$ cat config.mk
export PLATFORM = sky130hd
export DESIGN_NAME = usnd_spi_ctrl
export DESIGN_NICKNAME = d
export VERILOG_FILES = /design/src/rtl/usnd_spi_pkg.sv /design/src/rtl/usnd_spi_rx.sv /design/src/rtl/usnd_cfg_regs.sv /design/src/rtl/usnd_readout.sv /design/src/rtl/usnd_spi_ctrl.sv
export SDC_FILE = /design/constraint.sdc
export NUM_CORES = 1
export LEC_CHECK = 0
export ABC_AREA = 1
export BUFFER_PORTS_ARGS = -buffer_cell sky130_fd_sc_hd__clkbuf_2
export CORE_AREA = 3 3 235 168
export CTS_CLUSTER_SIZE = 20
export DETAILED_ROUTE_END_ITERATION = 8
export DIE_AREA = 0 0 238 171
export GPL_TIMING_DRIVEN = 0
export PLACE_DENSITY_LB_ADDON = 0.1
export REMOVE_ABC_BUFFERS = 1
export SYNTH_ARGS = -nofsm -noshare
export SYNTH_HDL_FRONTEND = slang
export SYNTH_SLANG_ARGS = --single-unit
$ cat constraint.sdc
create_clock -name clk -period 5.35 [get_ports clk]
set_input_delay 0 -clock clk [delete_from_list [all_inputs] [get_ports clk]]
set_output_delay 0 -clock clk [all_outputs]
set_load 0.05 [all_outputs]
$ cat src/rtl/usnd_spi_pkg.sv
package usnd_spi_pkg;

    localparam logic [7:0] SYNC_BYTE = 8'hAA;
    localparam logic [7:0] BUSY_BYTE = 8'hAA;
    localparam int         SAMPLE_W  = 10;
    localparam int         LINE_W    = 2;
    localparam int         WORD_W    = SAMPLE_W + LINE_W;
    localparam logic [7:0] TGC_BASE  = 8'h10;

    typedef enum logic [1:0] {P_SYNC, P_ADDR, P_DATA} proto_e;

    typedef struct packed {
        logic [7:0]  pon_len;
        logic [7:0]  gap_len;
        logic [15:0] poff_len;
        logic [15:0] acq_delay;
        logic [15:0] acq_len;
        logic [23:0] cycle_period;
        logic        cont_mode;
        logic [7:0]  cycle_count;
        logic [7:0]  gain_level;
        logic [7:0]  adc_rate;
    } cfg_t;

    localparam cfg_t CFG_RESET = '{
        pon_len:      8'h14,
        gap_len:      8'h0A,
        poff_len:     16'h00C8,
        acq_delay:    16'h02BC,
        acq_len:      16'h32C8,
        cycle_period: 24'h0186A0,
        cont_mode:    1'b0,
        cycle_count:  8'h0A,
        gain_level:   8'h11,
        adc_rate:     8'h03
    };

    function automatic logic is_cfg_addr(input logic [7:0] a);
        return (a == 8'hD0) || (a[7:4] == 4'hE);
    endfunction

endpackage

$ cat src/rtl/usnd_spi_rx.sv
module usnd_spi_rx (
    input  logic       clk,
    input  logic       rst,
    input  logic       sck,
    input  logic       cs_n,
    input  logic       mosi,
    input  logic [7:0] tx_byte,
    output logic       miso,
    output logic       frame_load,
    output logic       frame_done,
    output logic [7:0] rx_byte
);
    logic [2:0] sck_s, cs_s;
    logic [1:0] mosi_s;
    logic [3:0] bit_cnt;
    logic [7:0] tx_sh;

    wire sck_rise = sck_s[1] & ~sck_s[2];
    wire sck_fall = ~sck_s[1] & sck_s[2];
    wire cs_fall  = ~cs_s[1] & cs_s[2];
    wire cs_rise  = cs_s[1] & ~cs_s[2];
    wire active   = ~cs_s[1];

    assign frame_load = cs_fall;
    assign miso       = tx_sh[7];

    always_ff @(posedge clk) begin
        if (rst) begin
            sck_s      <= '0;
            cs_s       <= '1;
            mosi_s     <= '0;
            bit_cnt    <= '0;
            tx_sh      <= '0;
            rx_byte    <= '0;
            frame_done <= 1'b0;
        end else begin
            sck_s      <= {sck_s[1:0], sck};
            cs_s       <= {cs_s[1:0], cs_n};
            mosi_s     <= {mosi_s[0], mosi};
            frame_done <= 1'b0;
            if (cs_fall) begin
                tx_sh   <= tx_byte;
                bit_cnt <= '0;
            end else if (active) begin
                if (sck_rise) begin
                    rx_byte <= {rx_byte[6:0], mosi_s[1]};
                    if (bit_cnt != 4'd9) bit_cnt <= bit_cnt + 4'd1;
                end
                if (sck_fall) tx_sh <= {tx_sh[6:0], 1'b0};
            end else if (cs_rise && bit_cnt == 4'd8) begin
                frame_done <= 1'b1;
            end
        end
    end

    // a completed frame must have seen exactly eight rising edges
    a_r11_eight_bits: assert property (@(posedge clk) disable iff (rst)
        frame_done |-> $past(bit_cnt) == 4'd8);

endmodule

$ cat src/rtl/usnd_cfg_regs.sv
module usnd_cfg_regs
    import usnd_spi_pkg::*;
#(
    parameter int TGC_N = 41
) (
    input  logic               clk,
    input  logic               rst,
    input  logic               wr_en,
    input  logic [7:0]         wr_addr,
    input  logic [7:0]         wr_data,
    output cfg_t               cfg,
    output logic [TGC_N*8-1:0] tgc_flat,
    output logic               trig_pulse,
    output logic               memrst_pulse
);
    localparam int TGC_LAST = int'(TGC_BASE) + TGC_N - 1;

    logic hit_tgc;
    int   tgc_idx;

    always_comb begin
        hit_tgc = (int'(wr_addr) >= int'(TGC_BASE)) && (int'(wr_addr) <= TGC_LAST);
        tgc_idx = int'(wr_addr) - int'(TGC_BASE);
    end

    always_ff @(posedge clk) begin
        if (rst) begin
            cfg          <= CFG_RESET;
            tgc_flat     <= '0;
            trig_pulse   <= 1'b0;
            memrst_pulse <= 1'b0;
        end else begin
            trig_pulse   <= wr_en && wr_addr == 8'hEA && wr_data[0];
            memrst_pulse <= wr_en && wr_addr == 8'hEF && wr_data[0];
            if (wr_en && hit_tgc) tgc_flat[tgc_idx*8 +: 8] <= wr_data;
            if (wr_en) begin
                case (wr_addr)
                    8'hE0: cfg.pon_len              <= wr_data;
                    8'hD0: cfg.gap_len              <= wr_data;
                    8'hE1: cfg.poff_len[15:8]       <= wr_data;
                    8'hE2: cfg.poff_len[7:0]        <= wr_data;
                    8'hE3: cfg.acq_delay[15:8]      <= wr_data;
                    8'hE4: cfg.acq_delay[7:0]       <= wr_data;
                    8'hE5: cfg.acq_len[15:8]        <= wr_data;
                    8'hE6: cfg.acq_len[7:0]         <= wr_data;
                    8'hE7: cfg.cycle_period[23:16]  <= wr_data;
                    8'hE8: cfg.cycle_period[15:8]   <= wr_data;
                    8'hE9: cfg.cycle_period[7:0]    <= wr_data;
                    8'hEB: cfg.cont_mode            <= wr_data[0];
                    8'hEC: cfg.gain_level           <= wr_data;
                    8'hED: cfg.adc_rate             <= wr_data;
                    8'hEE: cfg.cycle_count          <= wr_data;
                    default: ;
                endcase
            end
        end
    end

    // strobes clear themselves after one cycle
    a_r6_trig_single: assert property (@(posedge clk) disable iff (rst)
        trig_pulse |=> !trig_pulse);
    a_r6_memrst_single: assert property (@(posedge clk) disable iff (rst)
        memrst_pulse |=> !memrst_pulse);
    // unmapped writes leave the register file alone
    a_r4_unmapped_quiet: assert property (@(posedge clk) disable iff (rst)
        (wr_en && !hit_tgc && !is_cfg_addr(wr_addr)) |=> ($stable(cfg) && $stable(tgc_flat)));

endmodule

$ cat src/rtl/usnd_readout.sv
module usnd_readout
    import usnd_spi_pkg::*;
#(
    parameter int ADDR_W = 19
) (
    input  logic              clk,
    input  logic              rst,
    input  logic              load,
    input  logic              ack,
    input  logic              clr,
    input  logic              busy,
    input  logic [WORD_W-1:0] mem_rdata,
    input  logic [1:0]        ext_in,
    output logic [ADDR_W-1:0] mem_addr,
    output logic [7:0]        tx_byte
);
    logic half;
    logic was_data;
    logic [SAMPLE_W-1:0] smp;
    logic [LINE_W-1:0]   lid;

    always_comb begin
        smp = mem_rdata[SAMPLE_W-1:0];
        lid = mem_rdata[WORD_W-1:SAMPLE_W];
        if (busy)      tx_byte = BUSY_BYTE;
        else if (half) tx_byte = {1'b0, smp[6:0]};
        else           tx_byte = {1'b1, lid, ext_in, smp[9:7]};
    end

    always_ff @(posedge clk) begin
        if (rst) begin
            mem_addr <= '0;
            half     <= 1'b0;
            was_data <= 1'b0;
        end else if (clr) begin
            mem_addr <= '0;
            half     <= 1'b0;
        end else begin
            if (load) was_data <= !busy;
            if (ack && was_data) begin
                half <= !half;
                if (half) mem_addr <= mem_addr + 1'b1;
            end
        end
    end

    // the pointer only ever steps by one unless cleared
    a_r10_ptr_step: assert property (@(posedge clk) disable iff (rst)
        (!$stable(mem_addr) && !$past(clr)) |-> mem_addr == $past(mem_addr) + 1'b1);
    // a clear returns the pointer to zero
    a_r10_clr_zero: assert property (@(posedge clk) disable iff (rst)
        clr |=> mem_addr == '0);
    // a busy frame never moves the pointer
    a_r7_busy_hold: assert property (@(posedge clk) disable iff (rst)
        (ack && !was_data && !clr) |=> $stable(mem_addr));

endmodule

$ cat src/rtl/usnd_spi_ctrl.sv
module usnd_spi_ctrl
    import usnd_spi_pkg::*;
#(
    parameter int ADDR_W = 19,
    parameter int TGC_N  = 41
) (
    input  logic               clk,
    input  logic               rst,
    input  logic               spi_sck,
    input  logic               spi_cs_n,
    input  logic               spi_mosi,
    output logic               spi_miso,
    input  logic               acq_busy,
    input  logic               acq_start,
    input  logic [1:0]         ext_in,
    output logic [ADDR_W-1:0]  mem_addr,
    input  logic [11:0]        mem_rdata,
    output logic [7:0]         pon_len,
    output logic [7:0]         gap_len,
    output logic [15:0]        poff_len,
    output logic [15:0]        acq_delay,
    output logic [15:0]        acq_len,
    output logic [23:0]        cycle_period,
    output logic               cont_mode,
    output logic [7:0]         cycle_count,
    output logic [7:0]         gain_level,
    output logic [7:0]         adc_rate,
    output logic [TGC_N*8-1:0] tgc_flat,
    output logic               trig_pulse,
    output logic               memrst_pulse
);
    logic       frame_load, frame_done;
    logic [7:0] rx_byte, tx_byte, addr_q;
    proto_e     pst;
    logic       wr_en, read_ack;
    cfg_t       cfg;

    usnd_spi_rx u_rx (
        .clk(clk), .rst(rst), .sck(spi_sck), .cs_n(spi_cs_n), .mosi(spi_mosi),
        .tx_byte(tx_byte), .miso(spi_miso), .frame_load(frame_load),
        .frame_done(frame_done), .rx_byte(rx_byte)
    );

    always_ff @(posedge clk) begin
        if (rst) begin
            pst      <= P_SYNC;
            addr_q   <= '0;
            wr_en    <= 1'b0;
            read_ack <= 1'b0;
        end else begin
            wr_en    <= 1'b0;
            read_ack <= 1'b0;
            if (frame_done) begin
                case (pst)
                    P_SYNC: if (rx_byte == SYNC_BYTE) pst <= P_ADDR;
                            else read_ack <= 1'b1;
                    P_ADDR: begin addr_q <= rx_byte; pst <= P_DATA; end
                    default: begin wr_en <= 1'b1; pst <= P_SYNC; end
                endcase
            end
        end
    end

    usnd_cfg_regs #(.TGC_N(TGC_N)) u_regs (
        .clk(clk), .rst(rst), .wr_en(wr_en), .wr_addr(addr_q), .wr_data(rx_byte),
        .cfg(cfg), .tgc_flat(tgc_flat), .trig_pulse(trig_pulse),
        .memrst_pulse(memrst_pulse)
    );

    usnd_readout #(.ADDR_W(ADDR_W)) u_rd (
        .clk(clk), .rst(rst), .load(frame_load), .ack(read_ack),
        .clr(memrst_pulse | acq_start), .busy(acq_busy), .mem_rdata(mem_rdata),
        .ext_in(ext_in), .mem_addr(mem_addr), .tx_byte(tx_byte)
    );

    assign pon_len      = cfg.pon_len;
    assign gap_len      = cfg.gap_len;
    assign poff_len     = cfg.poff_len;
    assign acq_delay    = cfg.acq_delay;
    assign acq_len      = cfg.acq_len;
    assign cycle_period = cfg.cycle_period;
    assign cont_mode    = cfg.cont_mode;
    assign cycle_count  = cfg.cycle_count;
    assign gain_level   = cfg.gain_level;
    assign adc_rate     = cfg.adc_rate;

    // a read request in the sync slot leaves registers untouched
    a_r3_read_keeps_cfg: assert property (@(posedge clk) disable iff (rst)
        (frame_done && pst == P_SYNC && rx_byte != SYNC_BYTE) |=> ##1 ($stable(cfg) && $stable(tgc_flat)));
    // a register write only ever closes a three-frame sequence
    a_r2_write_ends_seq: assert property (@(posedge clk) disable iff (rst)
        wr_en |-> (pst == P_SYNC && $past(pst) == P_DATA));

endmodule

==> summary.md, run 1 <==
| Metric | Value |
|---|---|
| WP buf/inv | 5 |
| Wire length per cell | approximately 18 um |
| Primary FF master, synth | dfxtp_1 |
| DR pass1 iterations | 6 |
| Yosys warnings | 0 |
| Startpoint Class | flip-flop |
| Crit path largest cell delay | 780 ps |
| Via Count | between 20000 and 25000 |
| Hold path depth | 3 |
| Fmax | 195.7 MHz |
| Mapped Area | 22000 um2 |
| Crit path top cell by count | inv_1 |
| Reg-to-reg endpoint | u_regs.tgc_flat[97]$_SDFFE_PP0P_ |
| PD cells | 280.8 nW/um2 |
| Layout cells sized above 1 | 0.1798 |
| Hold WS | 190.1 ps |
| Clock transition at the registers of the reported paths | ~60 ps |
| Nets | between 3000 and 4000 |
| Cell-by-cell listing of the critical path | inv_1 > nand2_1 > nor2_2 > nand2_1 > nand2_2 > nor2_1 > inv_1 > nor2_4 > buf_12 > inv_1 > nor2_2 > inv_1 > o21ai_0 > nor2_1 |
| Kind of cell adding the most delay to the critical path | simple AND/OR/NAND/NOR gates |
| Clock sink count | 505 |
| Max stage delay cell, worst path | dfxtp_1 |
| Via/cell ratio | approximately 5.5 |
| Maximum VDD drop | approximately 0.28 mV |
| Max Slew Vio Count | 0 |
| All-Layer GR Usage | 0.3498 |
| CTS Buffer Depth | 3 |
| Post-route clock skew | around 14 ps |
| Worst Reg-to-Reg Cells | 14 |
| Placed inst area | 24550 um2 |
| GP Congestion | slightly above 0.9 |
| HPWL Detailed | 51630 um |
| Leak pwr | 13.17 nW |
| Antenna violations before repair | 0 |
| Fin. Hold Viols | 0 |
| Inserted Diodes | 0 |
| Root Driver | clkbuf_16 |
| Syn avg cell area | 6.899 um2 |
| Buffers on Ports | 483 |
| Status | completed |
| Minimum clock period | 5110 ps |
| Critical-path maximum fanout | 31 |
| Overall power | 7.458 mW |
| Least-Margin Pin Slew | 1380 ps |
| Global-route wire length before repair | about 110000 um |
| CTS Buf Count | 47 |
| Chip width | 238 um |
| Worst hold endpoint | u_rx.cs_s[0]$_SDFF_PP1_ |
| #FFs+latches synth | between 500 and 600 |
| DR DRC count | 0 |
| Largest net degree at the start of global routing | 186 |
| Post-synth EDFFs | 0 |
| Commonest cells after routing, fill and taps aside | nor2_1 (660), nand2_1 (579), dfxtp_1 (505) |
| Die footprint | 40700 um2 |
| Crit Path Class | reg -> reg |
| Final period util | 0.9552 |
| Yosys cell types | 41 |
| Area Growth Syn to Fin | 20.69% |
| Sequential area share after synthesis | 0.4595 |
| CTS tree | built |
| Hold Crit Start | spi_cs_n |
| Htree depth | 2 |
| Commonest non-fill, non-tap cell in the layout | nor2_1 |
| Sequential Area | 10110 um2 |
| R2R Setup Slk | 240 ps |
| Design area | approximately 27000 um2 |
| Vias in the first global route | 20340 |
| Core Region | 37130 um2 |
| Worst hold path type | in -> reg |
| Slew HR | 0.07151 |
| Max-Cap Viols | 0 |
| Final setup violating endpoints | 0 |
| Multi-input gate area | between 9000 and 10000 um2 |
| Detailed Route WL | 74420 um |
| Post-Syn Instances | 3189 |
| Post-route ant nets | 0 |
| Placement Rows | 59 |
| RR Startpoint | addr_q[0]$_SDFFE_PP0P_ |
| DR iter-0 viols | between 2000 and 2500 |
| Skew-Pair Late Insertion Delay | 560 ps |
| Arr. time, crit path | 5570 ps |
| Crit end category | flip-flop |
| Critical Path RT | slightly below 6000 ps |
| Starting density of the core | 0.5925 |
| Die height | 171 um |
| Fill count | 3094 |
| Remaining Overflow, GRT | 0 |
| # IOs | 484 |
| Async S/R FF share, synth | 0 |
==> per-layer routing <==
| layer | GRT usage | vias up | routed length (um) |
|---|---|---|---|
| met3 | 0.08588 | 207 | 8306 |
| met2 | 0.5422 | 1151 | 32310 |
| met1 | 0.4695 | 10310 | 30430 |
| met4 | 0.1502 | 0 | 3372 |
| li1 | - | 10770 | - |
| met5 | 0 | - | 0 |
==> kinds of logic (layout without fill, tap and decap cells) <==
| group | after synthesis | count (layout) | share of synthesized area |
|---|---|---|---|
| AO/OA/AOI/OAI | 448 | 448 | 0.1067 |
| flip-flops | 505 | 505 | 0.4595 |
| buffers and inverters | 653 | 1089 | 0.1150 |
| adder cells (fa/ha/maj) | 18 | 18 | 0.01024 |
| XOR/XNOR | 5 | 5 | 0.001991 |
| AND/OR/NAND/NOR | 1560 | 1562 | 0.3066 |
==> worst reg2reg max path: stages (launching register included) <==
cell and delay, ps:
dfxtp_1 780, inv_1 520, nand2_1 360, nor2_2 80, nand2_1 100, nand2_2 390, nor2_1 220, inv_1 370
nor2_4 780, buf_12 290, inv_1 170, nor2_2 400, inv_1 260, o21ai_0 220, nor2_1 50
==> sequential cells by signal (all words and copies together), names as in the netlist, 2 cells and up <==
register / count
u_regs.tgc_flat: 328
u_regs.cfg: 113
u_rd.mem_addr: 19
addr_q: 8
u_rx.rx_byte: 8
u_rx.tx_sh: 8
u_rx.bit_cnt: 4
u_rx.cs_s: 3
u_rx.sck_s: 3
pst: 2
u_rx.mosi_s: 2
==> synthesized netlist by cell type (7+ instances only) <==
cell | n | area share
a21oi_1 | 169 | 0.038
buf_1 | 20 | 0.0034
buf_2 | 31 | 0.0071
clkbuf_1 | 113 | 0.019
dfxtp_1 | 505 | 0.46
ha_1 | 18 | 0.010
inv_1 | 470 | 0.080
inv_2 | 9 | 0.0015
nand2_1 | 579 | 0.099
nand3_1 | 81 | 0.018
nand4_1 | 99 | 0.028
nand4_2 | 7 | 0.0040
nand4_4 | 10 | 0.0097
nor2_1 | 662 | 0.11
nor2_2 | 8 | 0.0023
nor3_1 | 71 | 0.016
nor4_1 | 14 | 0.0040
o211ai_1 | 33 | 0.011
o21ai_0 | 238 | 0.054
==> worst max-delay path by stage <==
stage,to,start,depth (start not counted)
4_1_cts,u_regs.tgc_flat[54]$_SDFFE_PP0P_,addr_q[0]$_SDFFE_PP0P_,9
6_report,u_regs.tgc_flat[97]$_SDFFE_PP0P_,addr_q[0]$_SDFFE_PP0P_,14
3_3_place_gp,u_regs.tgc_flat[54]$_SDFFE_PP0P_,addr_q[0]$_SDFFE_PP0P_,7
2_1_floorplan,u_regs.tgc_flat[16]$_SDFFE_PP0P_,addr_q[0]$_SDFFE_PP0P_,7
3_5_place_dp,u_regs.tgc_flat[216]$_SDFFE_PP0P_,addr_q[0]$_SDFFE_PP0P_,11
5_1_grt,u_regs.tgc_flat[101]$_SDFFE_PP0P_,addr_q[0]$_SDFFE_PP0P_,14
==> stage by stage <==
stage                       util  instances  setup slack, ps  setup TNS (ps)
final                     0.7151       4115            239.9               0
after global routing      0.7151       4115           -25.59          -49.28
after CTS                 0.7120       4106            48.07               0
after detailed placement  0.6612       3998            -1244         -126900
after global placement    0.6546       3989            -7561        -2683210
after floorplan                -       3018            -2443         -633980
==> power breakdown <==
group          internal, mW  switching [mW]  leakage, nW
registers              3.76         0.00282         4.07
logic                0.0378          0.0905         8.28
clock network          2.10            1.46        0.826
total                  5.90            1.56         13.2
==> repair_timing <==
action | CTS | global route
cloned | 2 | 0
hold buffers | 20 | 0
setup endpoints to repair | 147 | 64
setup buffers | 0 | 8
gates resized for setup | 3 | 5
endpoints found under the hold margin | 22 | 0
pin swaps | 1 | 2
==> area by class of cell <==
type | instances | area share
sequential | 505 | 0.3807
multi-input combinational | 2033 | 0.3562
timing repair buffer | 521 | 0.1093
inverter | 482 | 0.06860
clock buffer | 73 | 0.05598
tap | 488 | 0.02299
clock inverter | 13 | 0.006220
(Power assumes the default switching activity.)
==> inputs of run 2 (changes only) <==
--- a/config.mk
+++ b/config.mk
@@ -7,10 +7,10 @@
 export LEC_CHECK = 0
 export ABC_AREA = 1
 export BUFFER_PORTS_ARGS = -buffer_cell sky130_fd_sc_hd__clkbuf_2
-export CORE_AREA = 3 3 235 168
+export CORE_AREA = 3 3 244 174
 export CTS_CLUSTER_SIZE = 20
 export DETAILED_ROUTE_END_ITERATION = 8
-export DIE_AREA = 0 0 238 171
+export DIE_AREA = 0 0 247 177
 export GPL_TIMING_DRIVEN = 0
 export PLACE_DENSITY_LB_ADDON = 0.1
 export REMOVE_ABC_BUFFERS = 1
==> constraint.sdc (replaced) <==
create_clock -name clk -period 4.74 [get_ports clk]
set_input_delay 0 -clock clk [delete_from_list [all_inputs] [get_ports clk]]
set_output_delay 0 -clock clk [all_outputs]
set_load 0.05 [all_outputs]
==> run 2 against run 1 <==
Final cell count grew 1.1%. Via count shrank 0.57%. Combinational power rose by 13%. Total power increased by 12%. Routed wire length is 0.34% lower. Global-route usage fell by 2.3 points. Largest power group unchanged. Critical path type unchanged. Clock power up 11%. Clock skew is 6.6 ps higher. Hold slack lost 26 ps. Die area grew 7.4%. Maximum frequency rose by 14%.
==> summary.md, run 2 (same netlist as run 1, synthesis figures left out) <==
| Metric | Value |
|---|---|
| Commonest non-fill, non-tap cell in the layout | nor2_1 |
| Biggest register | u_regs.tgc_flat |
| Clock sink count | 505 |
| Via/cell ratio | 5.360 |
| Via Count | 22310 |
| Least-Margin Pin Slew | approximately 1300 ps |
| Critical-path maximum fanout | 15 |
| Top sig layer | met4 |
| Post-route clock skew | 20.73 ps |
| Crit path largest cell delay | 570 ps |
| Max-Cap Viols | 0 |
| WP buf/inv | 2 |
| Fin. Hold Viols | 0 |
| Leak pwr | 13.14 nW |
| HPWL Detailed | 51760 um |
| Critical Path RT | 5180 ps |
| Die footprint | approximately 44000 um2 |
| DR iter-0 viols | 2084 |
| Crit path top cell by count | nand2_1 |
| Met3 routed WL | 8213 um |
| Setup_tns | 0 ps |
| Die height | between 150 and 200 um |
| GP Congestion | 0.8930 |
| Status | completed |
| All-Layer GR Usage | 0.3269 |
| Fmax | 223.5 MHz |
| Area Growth Syn to Fin | 20.71% |
| DR pass1 iterations | 6 |
| Kind of cell adding the most delay to the critical path | simple AND/OR/NAND/NOR gates |
| Placement Rows | roughly 60 |
| Final setup violating endpoints | 0 |
| Clock transition at the registers of the reported paths | ~60 ps |
| Buffers on Ports | 483 |
| Post-route ant nets | 0 |
| Root Driver | clkbuf_16 |
| Routed met1 length | 30440 um |
| DR DRC count | 0 |
| Max Slew Vio Count | 0 |
| CTS Buf Count | 49 |
| Overall power | 8.339 mW |
| Cell-by-cell listing of the critical path | clkinvlp_4 > buf_4 > ha_4 > nand3_1 > nor2_2 > nand2_1 > ha_1 > nand2_1 > nor3_1 > nand3_1 > nor2_1 > nand2_1 > nand2_1 > nand4_1 > nor2_2 > nand3_1 > o21ai_0 > nor2_1 |
| Skew-Pair Late Insertion Delay | 570 ps |
| # IOs | 484 |
| Maximum VDD drop | 0.3897 mV |
| Antenna violations before repair | 0 |
| Nets | 3631 |
| Crit Path Class | reg -> reg |
| Largest net degree at the start of global routing | 193 |
| RSZ-0062 raised after global routing | yes |
| CTS Buffer Depth | 3 |
| Arr. time, crit path | 4910 ps |
| Final period util | 0.9438 |
| CTS tree | built |
| Core Region | between 30000 and 40000 um2 |
| PD cells | 314.0 nW/um2 |
| Vias in the first global route | 20210 |
| Chip width | between 200 and 250 um |
| Htree depth | 2 |
| Worst hold path type | in -> reg |
| Layout cells sized above 1 | 0.1792 |
| Max stage delay cell, worst path | nor2_2 |
| Inserted Diodes | 0 |
| Global-route wire length before repair | approximately 110000 um |
| Remaining Overflow, GRT | 0 |
| Slew HR | 0.1055 |
| Detailed Route WL | 74160 um |
| Startpoint Class | flip-flop |
| Crit end category | flip-flop |
| Wire length per cell | 17.82 um |
| Largest regs | u_regs.tgc_flat (328), u_regs.cfg (113), u_rd.mem_addr (19) |
| Met2 WL | 32370 um |
| Minimum clock period | 4474 ps |
| Max reg flops | 328 |
| Starting density of the core | 0.5512 |
| Fill count | 3579 |
| Commonest cells after routing, fill and taps aside | nor2_1 (661), nand2_1 (579), dfxtp_1 (504) |
## run 2: cell count changes in the layout (fill, tap and decap cells not counted), sizes merged
cell | previous run | this run
clkinvlp | 0 | 1
clkbuf | 556 | 553
nor2 | 678 | 679
clkinv | 13 | 15
buf | 18 | 17
## run 2: final cells by class
type	instances	area [um2]	share of cell area
inverters	482	1823	0.06864
clock inverters	16	183.9	0.006925
flip-flops and latches	505	10110	0.3807
multi-input cells	2034	9472	0.3566
repair buffers	520	2884	0.1086
well taps	535	669.4	0.02520
clock buffers	70	1415	0.05328
## run 2: worst reg2reg max path: cells and delay by family (launching register included)
family | cells | cell delay [ps]
adders and majority gates | 2 | 520
AOI/OAI and AO/OA | 1 | 340
and+or+nand+nor | 13 | 2660
DFF | 1 | 440
buffers and inverters | 2 | 380
## run 2: per-stage QoR
step	setup WS (ps)	cell area, um2	std cells	hold slack (ps)	utilization
CTS	130.7	26530	4161	170.2	0.6645
detailed placement	-1819	24610	4047	189.9	0.6166
finish	266.3	26560	4162	164.4	0.6653
floorplan	-3053	21280	3018	69.07	-
global placement	-8395	24370	4036	186.7	0.6104
global route	-73.09	26560	4162	189.7	0.6653
## run 2: path summary, 6_finish.rpt
check,start,end,slack (ps),depth (start not counted)
min,spi_cs_n,u_rx.cs_s[0]$_SDFF_PP1_,160,3
max reg2reg,addr_q[0]$_SDFFE_PP0P_,u_regs.tgc_flat[49]$_SDFFE_PP0P_,270,18
max,addr_q[0]$_SDFFE_PP0P_,u_regs.tgc_flat[49]$_SDFFE_PP0P_,270,18
min reg2reg,u_rx.sck_s[0]$_SDFF_PP0_,u_rx.sck_s[1]$_SDFF_PP0_,400,2
## run 2: layer usage
| layer | vias up | track usage |
|---|---|---|
| li1 | 10780 | - |
| met1 | 10270 | 0.4419 |
| met2 | 1072 | 0.5005 |
| met3 | 190 | 0.08328 |
| met4 | 0 | 0.1317 |
| met5 | - | 0 |
## run 2: report_power, final
| part | internal, mW | leakage [nW] | switching, mW |
|---|---|---|---|
| clock | 2.29 | 0.799 | 1.66 |
| combinational | 0.0427 | 8.27 | 0.102 |
| sequential | 4.25 | 4.07 | 0.00325 |
| total | 6.58 | 13.1 | 1.76 |
## run 2: repair_timing
item / in CTS / in global routing
gates resized for setup: 7 / 1
pin swaps: 3 / 0
buffers inserted: 5 / 0
endpoints found under the setup margin: 253 / 116
hold buffers: 20 / 0
hold endpoints to repair: 22 / 0
cloned: 3 / 0
